==> src/rtl/dpwm_pkg.sv <==
package dpwm_pkg;
    localparam int unsigned COARSE_BITS = 5;
    localparam int unsigned FINE_BITS   = 5;
    localparam int unsigned DUTY_BITS   = COARSE_BITS + FINE_BITS;
    localparam int unsigned WIDTH_BITS  = COARSE_BITS + 1;

    typedef struct packed {
        logic [COARSE_BITS-1:0] coarse;
        logic [FINE_BITS-1:0]   fine;
    } duty_word_t;

    typedef enum logic [1:0] {
        DRIVE_PULSE = 2'd0,
        DRIVE_HIGH  = 2'd1,
        DRIVE_LOW   = 2'd2
    } drive_mode_t;

    // Coarse code plus a one-tap step; at most 2**COARSE_BITS (full-on).
    function automatic logic [WIDTH_BITS-1:0] step_width(
        input logic [COARSE_BITS-1:0] coarse,
        input logic                   bump
    );
        return {1'b0, coarse} + {{(WIDTH_BITS-1){1'b0}}, bump};
    endfunction

    function automatic drive_mode_t pick_mode(
        input logic on_req,
        input logic off_req
    );
        if (off_req)     return DRIVE_LOW;
        else if (on_req) return DRIVE_HIGH;
        else             return DRIVE_PULSE;
    endfunction
endpackage

==> src/rtl/dpwm_phase_gen.sv <==
module dpwm_phase_gen #(
    parameter int unsigned PH_BITS = dpwm_pkg::COARSE_BITS
) (
    input  logic               clk,
    input  logic               rst,
    output logic [PH_BITS-1:0] phase,
    output logic               first_slot,
    output logic               last_slot
);
    localparam logic [PH_BITS-1:0] PH_LAST = {PH_BITS{1'b1}};

    logic [PH_BITS-1:0] phase_q;

    always_ff @(posedge clk) begin
        if (rst) phase_q <= '0;
        else     phase_q <= phase_q + 1'b1;
    end

    assign phase      = phase_q;
    assign first_slot = (phase_q == '0);
    assign last_slot  = (phase_q == PH_LAST);


    strobe_single_chk: assert property (@(posedge clk) disable iff (rst)
        first_slot |=> !first_slot);

    phase_advance_chk: assert property (@(posedge clk) disable iff (rst)
        last_slot |=> first_slot);
endmodule

==> src/rtl/dpwm_dither_acc.sv <==
module dpwm_dither_acc #(
    parameter int unsigned F_BITS = dpwm_pkg::FINE_BITS
) (
    input  logic              clk,
    input  logic              rst,
    input  logic              load,
    input  logic              enable,
    input  logic [F_BITS-1:0] fine,
    output logic              bump
);
    generate
        if (F_BITS > 0) begin : g_acc
            logic [F_BITS-1:0] acc_q;
            logic [F_BITS:0]   sum;

            always_comb begin
                sum = {1'b0, acc_q} + {1'b0, (enable ? fine : {F_BITS{1'b0}})};
            end

            always_ff @(posedge clk) begin
                if (rst)       acc_q <= '0;
                else if (load) acc_q <= sum[F_BITS-1:0];
            end

            assign bump = sum[F_BITS];


            no_bump_when_off_chk: assert property (@(posedge clk) disable iff (rst)
                !enable |-> !bump);

            acc_hold_chk: assert property (@(posedge clk) disable iff (rst)
                !load |=> $stable(acc_q));
        end else begin : g_none
            assign bump = 1'b0;
        end
    endgenerate
endmodule

==> src/rtl/dpwm_pulse_out.sv <==
module dpwm_pulse_out
    import dpwm_pkg::*;
#(
    parameter int unsigned C_BITS = COARSE_BITS
) (
    input  logic              clk,
    input  logic              rst,
    input  logic              load,
    input  logic [C_BITS-1:0] coarse,
    input  logic              bump,
    input  logic [C_BITS-1:0] phase,
    input  logic              on_req,
    input  logic              off_req,
    output logic              pulse
);
    localparam int unsigned W_BITS = C_BITS + 1;
    localparam logic [W_BITS-1:0] FULL = W_BITS'(1) << C_BITS;

    logic [W_BITS-1:0] width_q;
    logic              compare_hit;
    drive_mode_t       mode;

    always_ff @(posedge clk) begin
        if (rst)       width_q <= '0;
        else if (load) width_q <= step_width(coarse, bump);
    end

    always_comb begin
        compare_hit = ({1'b0, phase} < width_q);
        mode        = pick_mode(on_req, off_req);
        unique case (mode)
            DRIVE_LOW:  pulse = 1'b0;
            DRIVE_HIGH: pulse = 1'b1;
            default:    pulse = compare_hit;
        endcase
    end


    width_sat_chk: assert property (@(posedge clk) disable iff (rst)
        width_q <= FULL);

    width_hold_chk: assert property (@(posedge clk) disable iff (rst)
        !load |=> $stable(width_q));

    zero_width_chk: assert property (@(posedge clk) disable iff (rst)
        (width_q == '0 && !on_req) |-> !pulse);

    off_priority_chk: assert property (@(posedge clk) disable iff (rst)
        off_req |-> !pulse);
endmodule

==> src/rtl/dpwm_dither_top.sv <==
module dpwm_dither_top
    import dpwm_pkg::*;
(
    input  logic                 clk,
    input  logic                 rst,
    input  logic [DUTY_BITS-1:0] duty_cmd,
    input  logic                 dither_en,
    input  logic                 force_on,
    input  logic                 force_off,
    input  logic                 pwm_off,
    output logic                 pwm_out,
    output logic                 period_start
);
    duty_word_t             duty;
    logic [COARSE_BITS-1:0] phase;
    logic                   first_slot;
    logic                   last_slot;
    logic                   bump;

    assign duty = duty_word_t'(duty_cmd);

    dpwm_phase_gen #(.PH_BITS(COARSE_BITS)) u_phase (
        .clk        (clk),
        .rst        (rst),
        .phase      (phase),
        .first_slot (first_slot),
        .last_slot  (last_slot)
    );

    dpwm_dither_acc #(.F_BITS(FINE_BITS)) u_dither (
        .clk    (clk),
        .rst    (rst),
        .load   (last_slot),
        .enable (dither_en),
        .fine   (duty.fine),
        .bump   (bump)
    );

    dpwm_pulse_out #(.C_BITS(COARSE_BITS)) u_pulse (
        .clk     (clk),
        .rst     (rst),
        .load    (last_slot),
        .coarse  (duty.coarse),
        .bump    (bump),
        .phase   (phase),
        .on_req  (force_on),
        .off_req (force_off | pwm_off),
        .pulse   (pwm_out)
    );

    assign period_start = first_slot;


    force_high_chk: assert property (@(posedge clk) disable iff (rst)
        (force_on && !force_off && !pwm_off) |-> pwm_out);

    pulse_starts_chk: assert property (@(posedge clk) disable iff (rst)
        (period_start && !pwm_out && !force_on) |=> (!pwm_out || force_on));
endmodule

==> config.mk <==
export PLATFORM = sky130hd
export DESIGN_NAME = dpwm_dither_top
export DESIGN_NICKNAME = d
export VERILOG_FILES = /design/src/rtl/dpwm_pkg.sv /design/src/rtl/dpwm_phase_gen.sv /design/src/rtl/dpwm_dither_acc.sv /design/src/rtl/dpwm_pulse_out.sv /design/src/rtl/dpwm_dither_top.sv
export SDC_FILE = /design/constraint.sdc
export NUM_CORES = 1
export LEC_CHECK = 0
export BUFFER_PORTS_ARGS = -buffer_cell sky130_fd_sc_hd__buf_4
export CAP_MARGIN = 10
export CORE_MARGIN = 2
export CORE_UTILIZATION = 53
export CTS_CLUSTER_SIZE = 24
export DETAILED_ROUTE_END_ITERATION = 7
export PLACE_DENSITY = 0.76
export SLEW_MARGIN = 0
export SYNTH_ARGS = -nofsm -noshare
export SYNTH_HDL_FRONTEND = slang
export SYNTH_SLANG_ARGS = --single-unit
==> constraint.sdc <==
create_clock -name clk -period 2.2 [get_ports clk]
set_input_delay 0.33 -clock clk [delete_from_list [all_inputs] [get_ports clk]]
set_output_delay 0.33 -clock clk [all_outputs]
set_load 0.01 [all_outputs]
After elaboration in Yosys (flattened, before gate mapping) --
Index checks and enable logic that the tools add are counted. Widths: inputs -> output; s select.
Cells by class: add/subtract/negate cells 3, order comparisons 1, equal/unequal tests 3, mux-type cells 4, bitwise logic cells 1, reductions and logical operators 1
Operators with widths (count):
- $add 5x1->6 | 1
- $add 5x5->6 | 1
- $lt 5x6->1 | 1
- $add 5x1->5 const B | 1
- $eq 5x5->1 const B | 1
- $logic_not 5->1 | 1
- $mux 5 | 1
- $eq 2x1->1 const B | 1
- $eq 2x2->1 const B | 1
- $mux 2 | 1
- $pmux 1 s2 | 1
- $mux 1 | 1
- $or 1x1->1 | 1
Word-level totals: bits in registers 16, bits of input ports 16, output and inout bits 2, logic and storage cells 16

Logic depth before layout (Yosys ltp) --
Gate-level depths: netlist (run 1).
depth after elaboration 4, depth in mapped cells 11, gate-level depth less buffers 11

Hierarchy --
Synthesis (run 1) repeated with hierarchy kept, for this count alone.
Unflattened totals: cells, all modules 109, area, all modules 1017.2 um^2
Modules (own cells, without submodules):
- dpwm_pulse_out | times used 1, cells an instance 44, area an instance 396.6 um^2, seq. area each 120.1 um^2
- dpwm_dither_acc | times used 1, cells an instance 43, area an instance 389.1 um^2, seq. area each 100.1 um^2
- dpwm_phase_gen | times used 1, cells an instance 21, area an instance 225.2 um^2, seq. area each 100.1 um^2
- dpwm_dither_top | times used 1, cells an instance 1, area an instance 6.3 um^2, seq. area each 0.0 um^2

Least setup slack after synthesis (run 1) --
Ideal clock, no wire load.
path kind input-to-reg, start input port duty_cmd[1], end register u_pulse.width_q[4], setup time 0.134 ns, arrival time 1.857 ns, required time 2.066 ns, slack 0.209 ns, stages 11, buffers on the path 0, cells stage by stage nand2_1 inv_1 ha_1 a21o_2 a21oi_2 o21ai_0 ha_1 ha_1 nand3_1 xor2_1 a211oi_1
Between the ends: longest elaborated chain between the ends 3
RTL lines:
- from (decl) | line dpwm_dither_top.sv:6 | input logic [DUTY_BITS-1:0] duty_cmd,
- $mux 5 | line dpwm_dither_acc.sv:17 | sum = {1'b0, acc_q} + {1'b0, (enable ? fine : {F_BITS{1'b0}})};
- $add 5x5->6 | line dpwm_dither_acc.sv:17
- $add 5x1->6 | line dpwm_pkg.sv:23 | return {1'b0, coarse} + {{(WIDTH_BITS-1){1'b0}}, bump};
- to (signal assigned) | line dpwm_pulse_out.sv:25 | else if (load) width_q <= step_width(coarse, bump);
- to (decl) | line dpwm_pulse_out.sv:19 | logic [W_BITS-1:0] width_q;
No other way between the ends. A chain may end at the register's enable or synchronous reset.

Worst setup path in the final report (run 1) --
start register u_pulse.width_q[3], end output port pwm_out
Between the ends: longest elaborated chain between the ends 2
RTL lines:
- $lt 5x6->1 | line dpwm_pulse_out.sv:29 | compare_hit = ({1'b0, phase} < width_q);
- $pmux 1 s2 | line dpwm_pulse_out.sv:31 | unique case (mode)
- to (decl) | line dpwm_dither_top.sv:11 | output logic pwm_out,
No other way between the ends.

==> metrics.txt, run 1 <==
placed cells=150; Synth area leaders=dfxtp_1 32%, ha_1 18%, nor2_1 5.3%; Syn Nets=141; Slew @ Worst Pin=0.279 ns; Post-synth EDFFs=0; most used flip-flop cell after synthesis=dfxtp_1; Ports=18; drt pass-1 iters=4; cell area power density=493 nW/µm²; gpl congestion=0.731; Pint=0.000440 W; fin crit share=0.948; outcome=complete, no violations; Post-Syn Area=988 µm²; worst path required time=1.87 ns; clk buf depth=2; total power=0.000587 W; sw frac=0.251; largest net degree at the start of global routing=21; Rel. slew slack=0.811; startpoint types=register; Die Ht=47.2 µm; clock skew=0.00979 ns; Cell variety after synth=30; Comb power frac=0.137; Post-DP HPWL=1540 µm; worst-path fanout max=2; initial drt markers=16; Clock Latency Late Sink=0.31 ns; maximum clock rate=0.480 GHz; Syn. warnings=0; first-pass GRT wire length=3190 µm; post-synthesis sequential area ratio=0.324; clk sinks=16; IO buf count=17; TritonCTS clock tree=yes; starting density of the core=0.566; wire per inst=12.9 µm; Setup CP Type=register to primary output; TritonCTS Buffers=3; Psw=0.000147 W; final WL=1980 µm; fin cells=154; Ant. Diodes=0; vias=799; drc violations=0; Slew Viols, Final=0; die area=2230 µm²; asr flop ratio synth=0; ANT nets after route=0; most common cell in the netlist=dfxtp_1; max-cap violation count=0; Nets=161; final setup violation count=0; top cells by count, synth=16 x dfxtp_1, 14 x ha_1, 14 x nor2_1, 10 x inv_1; initial antenna violation count=0; pre-CTS WS=-0.104 ns; Clock Tree Root=clkbuf_4; vias in the first global route=715; global route overflow=0; share of cells above drive strength 1=0.217; Area growth, synth to finish=20.4%; Setup crit end kind=primary output; Core Area=1750 µm²; Yosys reg bits=16; DIE WIDTH=47.2 µm; Final Core Density=0.682; Yosys top cell by area=dfxtp_1; Syn Inst Count=110; htree depth=1; RSZ-0062 raised after global routing=false; IR drop worst, VDD=0.392 mV; Sequential Power Share=0.512; Pleak=0.517 nW; post-layout min period=2.09 ns; area share of the leading cell type in the synthesized netlist=0.324; Hold Vio Cnt, Final=0; Clock transition at path regs=0.10 ns; Setup WS post-layout=0.115 ns; fillers=161; Cell Rows=15; hold crit path type=input pin to register; Worst Path Arrival=1.76 ns; Avg Inst Size Synth=8.99 µm²; vias per inst=5.19; Clk network pwr share=0.352; total track usage=0.218
[cells in the final DEF, fill, tap and decap left out]
cell type and count:
buf_4 19, dfxtp_1 16, nor2_1 14, ha_1 14, inv_1 10, a21oi_1 5
and2_1 4, mux2i_1 4, xnor2_1 4, nand2_1 3, nand2b_1 3, nand3_1 3
a211oi_1 3, clkbuf_4 3, and3_1 2, o21ai_1 2, a211oi_2 2, nor2b_1 2
nor3b_1 2, a21o_2 1, a21oi_2 1, a21o_1 1, nor4b_1 1, xor2_1 1
nor3_1 1, a211o_1 1, nand4_1 1, or4b_1 1, nand4b_1 1, o311ai_1 1
xor2_2 1, fa_1 1, clkbuf_8 1
[metrics by stage]
| step | area (µm²) | setup TNS, ns | hold slack (ns) |
|---|---|---|---|
| 5_1_grt | 1190 | 0 | 0.332 |
| 2_1_floorplan | 988 | 0 | 0.437 |
| 6_report | 1190 | 0 | 0.326 |
| 4_1_cts | 1170 | 0 | 0.324 |
| 3_5_place_dp | 1140 | -0.132 | 0.464 |
| 3_3_place_gp | 1140 | 0 | 0.458 |
[repair_timing]
item	4_1_cts	5_1_grt
hold buffers	0	0
setup endpoints to repair	0	2
setup buffers	0	0
gates resized for setup	0	5
[cells by family after synthesis]
kind of cell	share of synthesized area
compound gates	0.116
xor+xnor	0.0532
fa+ha+maj	0.197
buf+inv	0.0646
flops	0.324
mux	0.0405
simple gates	0.204
[sequential cells by signal, summed over array words and instances, names as in the netlist]
register              cells
u_pulse.width_q           6
u_dither.g_acc.acc_q      5
u_phase.phase             5
[worst paths after layout]
path | to | startpoint | slack, ns | depth (start not counted)
worst max-delay path | pwm_out | u_pulse.width_q[3]$_SDFFE_PP0N_ | 0.11 | 7
worst max register to register | u_pulse.width_q[4]$_SDFFE_PP0N_ | u_dither.g_acc.acc_q[1]$_SDFFE_PP0N_ | 0.15 | 9
worst min register to register | u_pulse.width_q[5]$_SDFFE_PP0N_ | u_pulse.width_q[5]$_SDFFE_PP0N_ | 0.48 | 2
worst min-delay path | u_pulse.width_q[5]$_SDFFE_PP0N_ | duty_cmd[8] | 0.33 | 3
[per-layer routing]
layer,share of wire,global-route usage,routed length (µm)
met1,0.47,0.284,939
met2,0.46,0.329,913
met3,0.042,0.0462,83
met4,0.023,0.133,46
met5,0,0,0
[worst max-delay path: stages (launching register included)]
cell and delay, ns:
dfxtp_1 0.35, inv_1 0.05, ha_1 0.28, a21o_1 0.18, a21oi_1 0.13, o21ai_1 0.12
a211oi_2 0.19, buf_4 0.15
[power by group through the flow]
stage	Clock, W	Sequential (W)	Combinational (W)
final	0.000206	0.000300	0.0000803
after global routing	0.000217	0.000302	0.0000901
after CTS	0.000209	0.000300	0.0000777
after detailed placement	0	0.000307	0.0000773
after global placement	0	0.000306	0.0000734
after floorplan	0	0.000305	0.0000393
[final cells by class]
class | instances | area, µm² | share of cell area
Clock buffer | 4 | 36.3 | 0.0305
Inverter | 10 | 37.5 | 0.0315
Multi-Input combinational cell | 80 | 622 | 0.523
Sequential cell | 16 | 320 | 0.269
Tap cell | 25 | 31.3 | 0.0263
Timing Repair Buffer | 19 | 143 | 0.120
No activity file was read; power rests on OpenSTA's default activity.
==> inputs of run 2 (changes only) <==
CORE_MARGIN = default   (was 2)
CORE_UTILIZATION = 55   (was 53)
CTS_BUF_LIST = sky130_fd_sc_hd__clkbuf_8   (was default)
PLACE_DENSITY = 0.79   (was 0.76)
clock period = 2.6 ns   (was 2.2 ns; I/O delays follow)
==> metrics.txt, run 2 (same netlist as run 1, synthesis figures left out) <==
final hold slack=0.460 ns; global route overflow=0; commonest non-fill, non-tap cells in the layout=18 x buf_4, 16 x dfxtp_1, 14 x nor2_1, 14 x ha_1, 10 x inv_1; Bufs and invs on worst path=1; initial antenna violation count=0; Ports=18; TritonCTS Buffers=3; max reg flops=6; Slew Viols, Final=0; Post-DP HPWL=1460 µm; vias per inst=5.34; IR drop worst, VDD=0.268 mV; total power=0.000495 W; Pleak=0.510 nW; largest net degree at the start of global routing=21; wire per inst=12.3 µm; TritonCTS clock tree=yes; IO buf count=17; ANT nets after route=0; share of cells above drive strength 1=0.181; worst path required time=2.21 ns; fillers=126; Setup crit end kind=primary output; sw frac=0.217; final setup violation count=0; CP max-delay cell=dfxtp_1; Die Ht=44.4 µm; Post-CTS Setup Bufs=0; RSZ-0062 raised after global routing=false; Sequential Power Share=0.513; cts repair resizes=0; Area growth, synth to finish=18.2%; Nets=160; Pint=0.000388 W; Ant. Diodes=0; starting density of the core=0.620; first-pass GRT wire length=3420 µm; Hold Vio Cnt, Final=0; most flop-heavy register=u_pulse.width_q; Setup TNS Final=0 ns; Comb power frac=0.130; Clock transition at path regs=0.06 ns; hold crit path type=input pin to register; vias=806; initial drt markers=13; cell area power density=424 nW/µm²; cts hold-fix bufs=0; fin crit share=0.828; Psw=0.000108 W; max-cap violation count=0; Core Area=1590 µm²; Clk network pwr share=0.357; Slew @ Worst Pin=0.388 ns; Clock Tree Root=clkbuf_8; Rel. slew slack=0.741; vias in the first global route=808; critical path cell sequence=ha_1, a21o_1, a21oi_1, o21ai_0, a211oi_1, buf_4; final WL=1860 µm; total track usage=0.242; Crit path max-delay family=compound AO/OA/AOI/OAI gates; gpl congestion=0.789; clock skew=0.00284 ns; clk sinks=16; Worst Path Arrival=1.76 ns; Cell Rows=14; htree depth=1; clk buf depth=2; DIE WIDTH=44.4 µm; maximum clock rate=0.465 GHz; Setup CP Type=register to primary output; Clock Latency Late Sink=0.24 ns; drc violations=0; drt pass-1 iters=4; worst-path fanout max=4; max incr delay on CP=0.34 ns; outcome=complete, no violations; startpoint types=register; die area=1970 µm²; leading cell type in the layout, fill and taps excluded=buf_4; post-layout min period=2.15 ns
[run 2: per-stage QoR]
step | instances | area [µm²] | setup slack [ns] | utilization
finish | 151 | 1170 | 0.448 | 0.733
global route | 151 | 1170 | 0.299 | 0.733
detailed placement | 148 | 1130 | 0.259 | 0.707
global placement | 148 | 1130 | 0.370 | 0.707
floorplan | 110 | 988 | 0.549 | -
CTS | 151 | 1170 | 0.422 | 0.733
[run 2: cell type report]
type	count	area (µm²)	share of cell area
inverter	10	37.5	0.0321
sequential	16	320	0.274
clock buffer	3	41.3	0.0353
timing repair buffer	18	135	0.116
tap	24	30.0	0.0257
multi-input combinational	80	604	0.517
[run 2: final timing paths]
kind	start	to	slack [ns]	depth (start not counted)
max reg2reg	u_dither.g_acc.acc_q[1]$_SDFFE_PP0N_	u_pulse.width_q[4]$_SDFFE_PP0N_	0.57	9
min	rst	u_phase.phase[0]$_SDFF_PP0_	0.46	2
max	u_phase.phase[3]$_SDFF_PP0_	pwm_out	0.45	6
min reg2reg	u_phase.phase[0]$_SDFF_PP0_	u_phase.phase[0]$_SDFF_PP0_	0.47	1
[run 2: metal layers]
| layer | part of all wire | up-vias | track usage |
|---|---|---|---|
| met5 | 0 | - | 0 |
| li1 | - | 412 | - |
| met1 | 0.45 | 375 | 0.291 |
| met3 | 0.037 | 2 | 0.0612 |
| met2 | 0.51 | 17 | 0.424 |
| met4 | 0.0048 | 0 | 0.0727 |
[run 2: worst reg2reg max path, cell delays in order (launching register included)]
cell	delay, ns
dfxtp_1	0.33
ha_1	0.30
a21o_2	0.22
a21oi_2	0.17
o21ai_0	0.13
ha_1	0.21
ha_1	0.20
nand3_1	0.11
xor2_1	0.16
a211oi_1	0.08
[run 2: power groups by stage]
stage	registers (W)	logic [W]	clock network (W)
after floorplan	0.000258	0.0000333	0
after global placement	0.000259	0.0000619	0
after detailed placement	0.000259	0.0000640	0
after CTS	0.000254	0.0000649	0.000183
after global routing	0.000255	0.0000721	0.000192
final	0.000254	0.0000643	0.000177
==> inputs of run 3 (changes only) <==
clock period = 2 ns   (was 2.6 ns; I/O delays follow)
==> metrics.txt, run 3 (same netlist as run 1, synthesis figures left out) <==
IR drop worst, VDD=0.480 mV; max incr delay on CP=0.33 ns; Worst Path Arrival=2.09 ns; max reg flops=6; Setup CP Type=register to register; leading cell type in the layout, fill and taps excluded=buf_4; cell area power density=566 nW/µm²; Die Ht=44.4 µm; max-cap violation count=0; TritonCTS clock tree=yes; sw frac=0.235; htree depth=1; initial drt markers=11; critical path cell sequence=ha_1, a21o_2, a21oi_2, o21ai_1, ha_2, ha_2, nand3_1, xor2_1, a211oi_1; startpoint types=register; initial antenna violation count=0; final hold slack=0.340 ns; vias=870; IO buf count=17; share of cells above drive strength 1=0.304; starting density of the core=0.620; Nets=167; Clock transition at path regs=0.07 ns; Ant. Diodes=0; CP max-delay cell=dfxtp_1; most flop-heavy register=u_pulse.width_q; die area=1970 µm²; clock skew=0.00373 ns; Bufs and invs on worst path=0; r2r setup slk=0.04 ns; Area growth, synth to finish=29.2%; worst-path fanout max=3; Comb power frac=0.137; Rel. slew slack=0.729; hold crit path type=input pin to register; Ports=18; Clock Tree Root=clkbuf_8; final setup violation count=0; wire per inst=14.5 µm; clk buf depth=2; Pint=0.000553 W; Setup crit end kind=register; largest net degree at the start of global routing=21; first-pass GRT wire length=3750 µm; Core Area=1590 µm²; Sequential Power Share=0.457; DIE WIDTH=44.4 µm; outcome=complete, no violations; vias per inst=5.47; fin crit share=0.978; total track usage=0.268; drc violations=0; Cell Rows=14; Clock Latency Late Sink=0.25 ns; CP most frequent cell=ha_2; ANT nets after route=0; post-layout min period=1.96 ns; worst path required time=2.14 ns; global route overflow=0; Clk network pwr share=0.407; gpl congestion=0.777; clk sinks=16; final WL=2310 µm; TritonCTS Buffers=3; Hold Vio Cnt, Final=0; Pleak=0.551 nW; Slew Viols, Final=0; Slew @ Worst Pin=0.401 ns; Psw=0.000170 W; maximum clock rate=0.511 GHz; Post-DP HPWL=1550 µm; total power=0.000723 W; vias in the first global route=878; Crit path max-delay family=adder cells; drt pass-1 iters=4; commonest non-fill, non-tap cells in the layout=25 x buf_4, 14 x nor2_1, 14 x dfxtp_1
[run 3: metal layers]
layer  part of all wire  up-vias  track usage
met5                  0        -            0
met2               0.51       23        0.474
met4              0.029        0        0.127
li1                   -      428            -
met1               0.43      411        0.316
met3              0.031        8       0.0367
[run 3: power by group through the flow]
stage          logic [W]  registers, W  clock network (W)
2_1_floorplan  0.0000432      0.000336                  0
3_3_place_gp   0.0000856      0.000337                  0
3_5_place_dp   0.0000903      0.000337                  0
4_1_cts        0.0000925      0.000330           0.000299
5_1_grt         0.000107      0.000331           0.000311
6_report       0.0000989      0.000330           0.000294
[run 3: cell type report]
class,instances,area (µm²)
multi-input cells,80,644
fillers,108,317
inverters,10,37.5
repair buffers,25,188
flip-flops and latches,16,323
well taps,24,30.0
clock buffers,4,55.1
[run 3: stage by stage]
step / area [µm²] / instances / TNS (ns) / util / setup WS (ns)
finish: 1280 / 159 / 0 / 0.801 / 0.0437
global route: 1280 / 159 / -0.0492 / 0.801 / -0.0262
CTS: 1220 / 157 / 0 / 0.767 / 0.00504
detailed placement: 1160 / 153 / -0.594 / 0.731 / -0.202
global placement: 1160 / 153 / -0.271 / 0.731 / -0.0958
floorplan: 988 / 110 / 0 / - / 0.0394
[run 3: timing repair]
item / CTS / global route
buffers inserted: 0 / 2
hold buffers: 0 / 0
endpoints found under the setup margin: 2 / 5
pin swaps: 2 / 4
gates resized for setup: 3 / 9
[run 3: final timing paths]
kind | cells past startpoint | startpoint | end
max reg2reg | 9 | u_dither.g_acc.acc_q[1]$_SDFFE_PP0N_ | u_pulse.width_q[4]$_SDFFE_PP0N_
max | 9 | u_dither.g_acc.acc_q[1]$_SDFFE_PP0N_ | u_pulse.width_q[4]$_SDFFE_PP0N_
min reg2reg | 2 | u_pulse.width_q[5]$_SDFFE_PP0N_ | u_pulse.width_q[5]$_SDFFE_PP0N_
min | 3 | duty_cmd[8] | u_pulse.width_q[5]$_SDFFE_PP0N_
[run 3: worst min-delay path: cells and delay by family]
kind,cells,cell delay [ns]
buf+inv,1,0.12
simple gates,1,0.07
compound gates,1,0.06
